<file path="src/rtl/cegen_pkg.sv">
package cegen_pkg;

  // square-wave taps the datapath hands to the control
  typedef struct packed {
    logic base;
    logic dbl;
  } tapT;

  // enable strobes produced by the control
  typedef struct packed {
    logic ceBase;
    logic ceDouble;
  } strobeT;

  // counter width: ceiling of log2 of the nominal divide ratio
  function automatic int calcWidth(input int clkHz, input int baseHz);
    return $clog2(clkHz / baseHz);
  endfunction

endpackage

</file>
<file path="src/rtl/ce_count_path.sv">
module ce_count_path
  import cegen_pkg::*;
#(
  parameter int WIDTH = 4
) (
  input  logic clk,
  input  logic rstN,
  output tapT  taps
);

  logic [WIDTH-1:0] cnt;

  // reset wins over the increment
  always_ff @(posedge clk) begin
    if (!rstN) cnt <= '0;
    else       cnt <= cnt + 1'b1;
  end

  assign taps.base = cnt[WIDTH-1];
  assign taps.dbl  = ~cnt[WIDTH-2];

  // counter advances by one on every released edge
  p_count_step_r1: assert property (@(posedge clk) disable iff (!rstN)
    $past(rstN) |-> cnt == $past(cnt) + 1'b1);

  // the first cycle after release starts from zero
  p_reset_clear_r3: assert property (@(posedge clk) disable iff (!rstN)
    !$past(rstN) |-> cnt == '0);

endmodule

</file>
<file path="src/rtl/ce_edge_ctrl.sv">
module ce_edge_ctrl
  import cegen_pkg::*;
(
  input  logic   clk,
  input  logic   rstN,
  input  tapT    taps,
  output strobeT strobes
);

  localparam int NTAP = 2;

  logic [NTAP-1:0] cur;
  logic [NTAP-1:0] prev;
  logic [NTAP-1:0] rise;
  logic            armed;

  assign cur = {taps.base, taps.dbl};

  // edge history and an arm flag that blocks the first post-reset cycle
  always_ff @(posedge clk) begin
    if (!rstN) begin
      prev  <= '0;
      armed <= 1'b0;
    end else begin
      prev  <= cur;
      armed <= 1'b1;
    end
  end

  for (genvar t = 0; t < NTAP; t++) begin : g_rise
    assign rise[t] = armed & cur[t] & ~prev[t];
  end

  assign strobes.ceBase   = rise[1];
  assign strobes.ceDouble = rise[0];

  // base enable lasts a single cycle
  p_base_single_r4: assert property (@(posedge clk) disable iff (!rstN)
    strobes.ceBase |=> !strobes.ceBase);

  // double enable lasts a single cycle
  p_dbl_single_r5: assert property (@(posedge clk) disable iff (!rstN)
    strobes.ceDouble |=> !strobes.ceDouble);

  // nothing fires in the cycle right after release
  p_no_first_r6: assert property (@(posedge clk) disable iff (!rstN)
    !$past(rstN) |-> !strobes.ceBase && !strobes.ceDouble);

  // every base pulse lines up with a double pulse
  p_base_in_dbl_r7: assert property (@(posedge clk) disable iff (!rstN)
    strobes.ceBase |-> strobes.ceDouble);

endmodule

</file>
<file path="src/rtl/pow2_ce_gen.sv">
module pow2_ce_gen
  import cegen_pkg::*;
#(
  parameter int CLK_HZ  = 1000,
  parameter int BASE_HZ = 100
) (
  input  logic clk,
  input  logic rstN,
  output logic ceBase,
  output logic ceDouble,
  output logic sqBase,
  output logic sqDouble
);

  localparam int WIDTH = calcWidth(CLK_HZ, BASE_HZ);

  if (WIDTH < 2) begin : g_bad_width
    $error("pow2_ce_gen: counter width must be at least 2");
  end

  tapT    taps;
  strobeT strobes;

  ce_count_path #(.WIDTH(WIDTH)) i_path (
    .clk  (clk),
    .rstN (rstN),
    .taps (taps)
  );

  ce_edge_ctrl i_ctrl (
    .clk     (clk),
    .rstN    (rstN),
    .taps    (taps),
    .strobes (strobes)
  );

  assign ceBase   = strobes.ceBase;
  assign ceDouble = strobes.ceDouble;
  assign sqBase   = taps.base;
  assign sqDouble = taps.dbl;

endmodule

</file>
<file path="config.mk">
export PLATFORM = sky130hd
export DESIGN_NAME = pow2_ce_gen
export DESIGN_NICKNAME = d
export VERILOG_FILES = /design/src/rtl/cegen_pkg.sv /design/src/rtl/ce_count_path.sv /design/src/rtl/ce_edge_ctrl.sv /design/src/rtl/pow2_ce_gen.sv
export SDC_FILE = /design/constraint.sdc
export NUM_CORES = 1
export LEC_CHECK = 0
export BUFFER_PORTS_ARGS = -buffer_cell sky130_fd_sc_hd__buf_2
export CAP_MARGIN = 20
export CORE_AREA = 2 2 39 41
export CTS_CLUSTER_DIAMETER = 30
export DETAILED_ROUTE_END_ITERATION = 6
export DIE_AREA = 0 0 41 43
export SLEW_MARGIN = 20
export SYNTH_ARGS = -nofsm -noshare
export SYNTH_HDL_FRONTEND = slang
export SYNTH_SLANG_ARGS = --single-unit
</file>
<file path="constraint.sdc">
create_clock -name clk -period 1 [get_ports clk]
set_input_delay 0.15 -clock clk [delete_from_list [all_inputs] [get_ports clk]]
set_output_delay 0.15 -clock clk [all_outputs]
set_load 0.01 [all_outputs]
</file>
After elaboration in Yosys (flattened, before gate mapping)

Cells that the tools add are included.

Logic and storage cells: 12
Register bits: 7
Input port bits: 2

Multiplexer cells: 1
Bitwise gates (word level): 7
$add $sub $neg: 1

Operator list:

| operator              | count |
|---|---|
| $add A4 B1 Y4 const B | 1 |
| $and A1 B1 Y1         | 4 |
| $not A1 Y1            | 3 |
| $mux W1               | 1 |

Logic depth before layout (Yosys ltp)

Depth in word-level cells: 3
Depth in mapped cells: 3
Mapped depth without buffers: 3

Hierarchy

A second synthesis with hierarchy kept.

Cells, all modules: 22
Area, all modules: 246.5 µm²

By module, submodules not included:

| module        | area each (µm²) | instances | cells each | sequential area each (µm²) |
|---|---|---|---|---|
| ce_count_path | 156.4           | 1         | 15         | 80.1 |
| ce_edge_ctrl  | 90.1            | 1         | 7          | 60.1 |

Worst setup path before layout

Ideal clock, no wire load.

Path type: register -> register
Start: register i_path.cnt[0]
End: register i_path.cnt[2]
Buffers on the path: 0
Arrival: 777 ps
Period minus slack after synthesis: 891 ps
Cell stages (with the launch flop): 4
Library setup time: 115 ps
Path slack: 109 ps
Cell sequence: dfxtp_1 > ha_1 > xor2_1 > and2_1

Longest elaborated chain between the ends: 1

RTL lines:

| element                  | RTL line            | source |
|---|---|---|
| start: declaration       | ce_count_path.sv:11 | `logic [WIDTH-1:0] cnt;` |
| start signal: assignment | ce_count_path.sv:16 | `else cnt <= cnt + 1'b1;` |
| $add A4 B1 Y4            | ce_count_path.sv:16 |  |

Every way passes these cells.
A chain may end at the register's enable or synchronous reset.

Final worst setup path

Start: register i_path.cnt[2]
End: output port ceDouble

Longest elaborated chain between the ends: 3

RTL lines:

| element                     | RTL line            | source |
|---|---|---|
| $not A1 Y1                  | ce_count_path.sv:20 | `assign taps.dbl = ~cnt[WIDTH-2];` |
| $and A1 B1 Y1 (2 in series) | ce_edge_ctrl.sv:31  | `assign rise[t] = armed & cur[t] & ~prev[t];` |
| end: declaration            | pow2_ce_gen.sv:10   | `output logic ceDouble,` |

Every way passes these cells.

==> flow_summary.toml <==
[routing]
mean_number_of_vias_per_cell = 3.396
route.final.wire_length_um = 368
dr_total_vias = 163
firstDrtPassIters = 2
drt_iter0_drc = 1
route.antenna.remaining_nets = 0
avgRoutedWirePerCell_um = 7.667
drc_errors = 0

[clocking]
clkTransAtPathRegs_ns = 0.05
cts-root-buf = "clkbuf_4"
h_tree_lvl_count = 1
cts-buffers-inserted = 3
cts.hold.buffers_added = 0
max-clock-path-buffers = 2
clock_tree_from_tritoncts = "done"
clk-insertion-delay-late_ns = 0.25
cts_sinks = 7

[synth]
netlist.top_cell.by_area = "dfxtp_1"
async_s_r_ff_share_synth = 0
synth.cells.most_frequent = "dfxtp_1 (7), and2_1 (3), nor2b_1 (2)"
post_synth_inst_count = 21
synth_area_leaders = "dfxtp_1 (57%), and2_1 (7.7%), mux2_4 (6.1%)"
yosys.area.top_type_share = 0.5714
post-synth-top-count-cell = "dfxtp_1"
ys_seq_elements = 7
synth_sequential_area_ratio = 0.5714
yosys_warnings = 0
synth_edf_count = 0
syn_area_per_cell_um2 = 11.68
synth.distinct_cells = 12
synth_top_flop_cell = "dfxtp_1"
post_synth_instance_area_um2 = 245.2
syn_nets = 24

[critical_path]
start_kind = "register"
r2r-start = "i_path.cnt[2]$_SDFF_PN0_"
rrSetupSlack_ns = 0.04
path_cells = "nor3b_2, buf_2"
critical_path_arrival_ns = 0.87
worst_path_maximum_fanout = 3
cp_num_buf_inv = 1
wp_data_required_ns = 0.85
timing.setup.critical_path_class = "register to output pin"
reg2reg_depth = 3
critical-path-slowest-cell = "dfxtp_4"
worst_path_dominant_cell_family = "flip-flops"
critPathCaptureType = "output pin"
r2r_end = "i_path.cnt[3]$_SDFF_PN0_"
slowest_delay_ns = 0.35
worstSetupStartpoint = "i_path.cnt[2]$_SDFF_PN0_"

[grt]
largest_net_degree_at_the_start_of_global_routing = 8
first_global_vias = 149
groute.usage.overall = 0.06143
grt_antenna_before_repair = 0
globalRoute.totalOverflow = 0
first_pass_grt_wire_length_um = 621

[floorplanning]
design.die.area_um2 = 1763
die_height_um = 43
ioPinCount = 6
die_w_um = 41
placeable_core_area_um2 = 1384
placementRows = 14
effective_utilization_at_floorplan = 0.1772

[timing]
unrepaired_setup_endpoints_after_global_routing = "true"
finalClockSkew_ns = 0.001111
setup_viol = 1
pins_over_their_slew_limit = 0
post-route-period-util = 1.019
tns_ns = -0.01890
total_count_of_hold_check_failures_in_the_final_report = 0
hold_ws_ns = 0.06865
finalWorstSetupSlack_ns = -0.01890
fmax_ghz = 0.9814
timing.max_slew.rel_slack = 0.9183
timing.final.crit_period_ns = 1.019
worst-slew-pin-transition_ns = 0.1223

[hold_path]
worst_hold_path_stage_count = 1
timing.hold.worst_endpoint = "i_ctrl.armed$_DFF_P_"
hold_class = "input pin to register"
timing.hold.worst.start = "rstN"

[run]
timing.max_cap.violations = 0

[cells_and_area]
final_net_count = 36
antenna_cells = 0
drive_above_1_share = 0.5313
filler_cell_count = 151
syn_to_final_growth_pct = 42.35

[power]
static_leak_nw = 0.1626
peakVddDrop_v = 0.0006511
post-layout-total-power_uw = 605.1
p_per_area_nw_per_um2 = 1733

[placed_design]
io_buffer_count = 5
gp_routability_congestion = 0.6279
post-dp-hpwl_um = 236.2

[outcome]
failed_checks = "setup timing"
outcome = "finished with violations"
[timing repair]
| item | in CTS | in global routing |
|---|---|---|
| pin swaps | 1 | 0 |
| setup buffers | 1 | 1 |
| setup endpoints to repair | 3 | 2 |
| resized for setup | 4 | 2 |
[cell families (layout without fill, tap and decap cells)]
kind of cell,count (synthesis),after routing,share of synthesized area
simple gates,10,10,0.2653
flops,7,7,0.5714
fa+ha+maj,1,1,0.05101
xor+xnor,1,1,0.03572
mux,1,1,0.06121
buf+inv,1,12,0.01529
[routing by layer]
metal  vias up  global-route usage  routed length, um
met3         0             0.09424                 52
met2         9             0.06875                140
met4         0             0.02000                  0
li1         89                   -                  -
met5         -                   0                  0
met1        65             0.05844                175
[state kept, by name, summed over array words and instances (netlist names)]
register      count
i_ctrl.armed      1
i_path.cnt        4
i_ctrl.prev       2
[cell type report]
| cell class | instances | area [um^2] | share of cell area |
|---|---|---|---|
| clock buffer | 4 | 26.28 | 0.07527 |
| inverter | 1 | 3.754 | 0.01075 |
| multi-input combinational | 13 | 106.4 | 0.3047 |
| sequential | 7 | 146.4 | 0.4194 |
| tap | 16 | 20.02 | 0.05735 |
| timing repair buffer | 7 | 46.29 | 0.1326 |
[how the worst max path moves through the flow]
| stage | endpoint | slack (ns) | depth (start not counted) |
|---|---|---|---|
| after global routing | ceDouble | -0.1 | 2 |
| after CTS | ceDouble | -0.04 | 2 |
| final | ceDouble | -0.02 | 2 |
| after floorplan | i_path.cnt[2]$_SDFF_PN0_ | 0.11 | 3 |
| after global placement | i_path.cnt[3]$_SDFF_PN0_ | 0.08 | 2 |
| after detailed placement | i_path.cnt[3]$_SDFF_PN0_ | 0.07 | 2 |
[power breakdown]
group	internal, mW	switching (mW)
Sequential	0.295	0.0106
Combinational	0.0249	0.0175
Clock	0.152	0.105
Total	0.472	0.133
[placed cells by master, fill, tap and decap left out]
cell type / Yosys / routed
buf_6: 0 / 1
dfxtp_2: 0 / 2
inv_1: 1 / 1
dfxtp_4: 0 / 1
nor2_1: 1 / 1
mux2_4: 1 / 1
xor2_1: 1 / 1
buf_2: 0 / 4
and2_1: 3 / 3
and2b_2: 1 / 1
dfxtp_1: 7 / 4
ha_1: 1 / 1
nor3b_2: 0 / 1
buf_4: 0 / 2
nor2b_1: 2 / 2
nand3_2: 1 / 1
clkbuf_4: 0 / 3
nand2_1: 1 / 1
clkbuf_1: 0 / 1
[through the flow]
stage | cells | util | setup slack [ns] | cell area, um^2
after floorplan | 21 | - | 0.1085 | 245.2
after global placement | 42 | 0.2098 | 0.08488 | 290.3
after detailed placement | 42 | 0.2098 | 0.06894 | 290.3
after CTS | 47 | 0.2414 | -0.04031 | 334.1
after global routing | 48 | 0.2523 | -0.09788 | 349.1
final | 48 | 0.2523 | -0.01890 | 349.1
(Power assumes the default switching activity.)
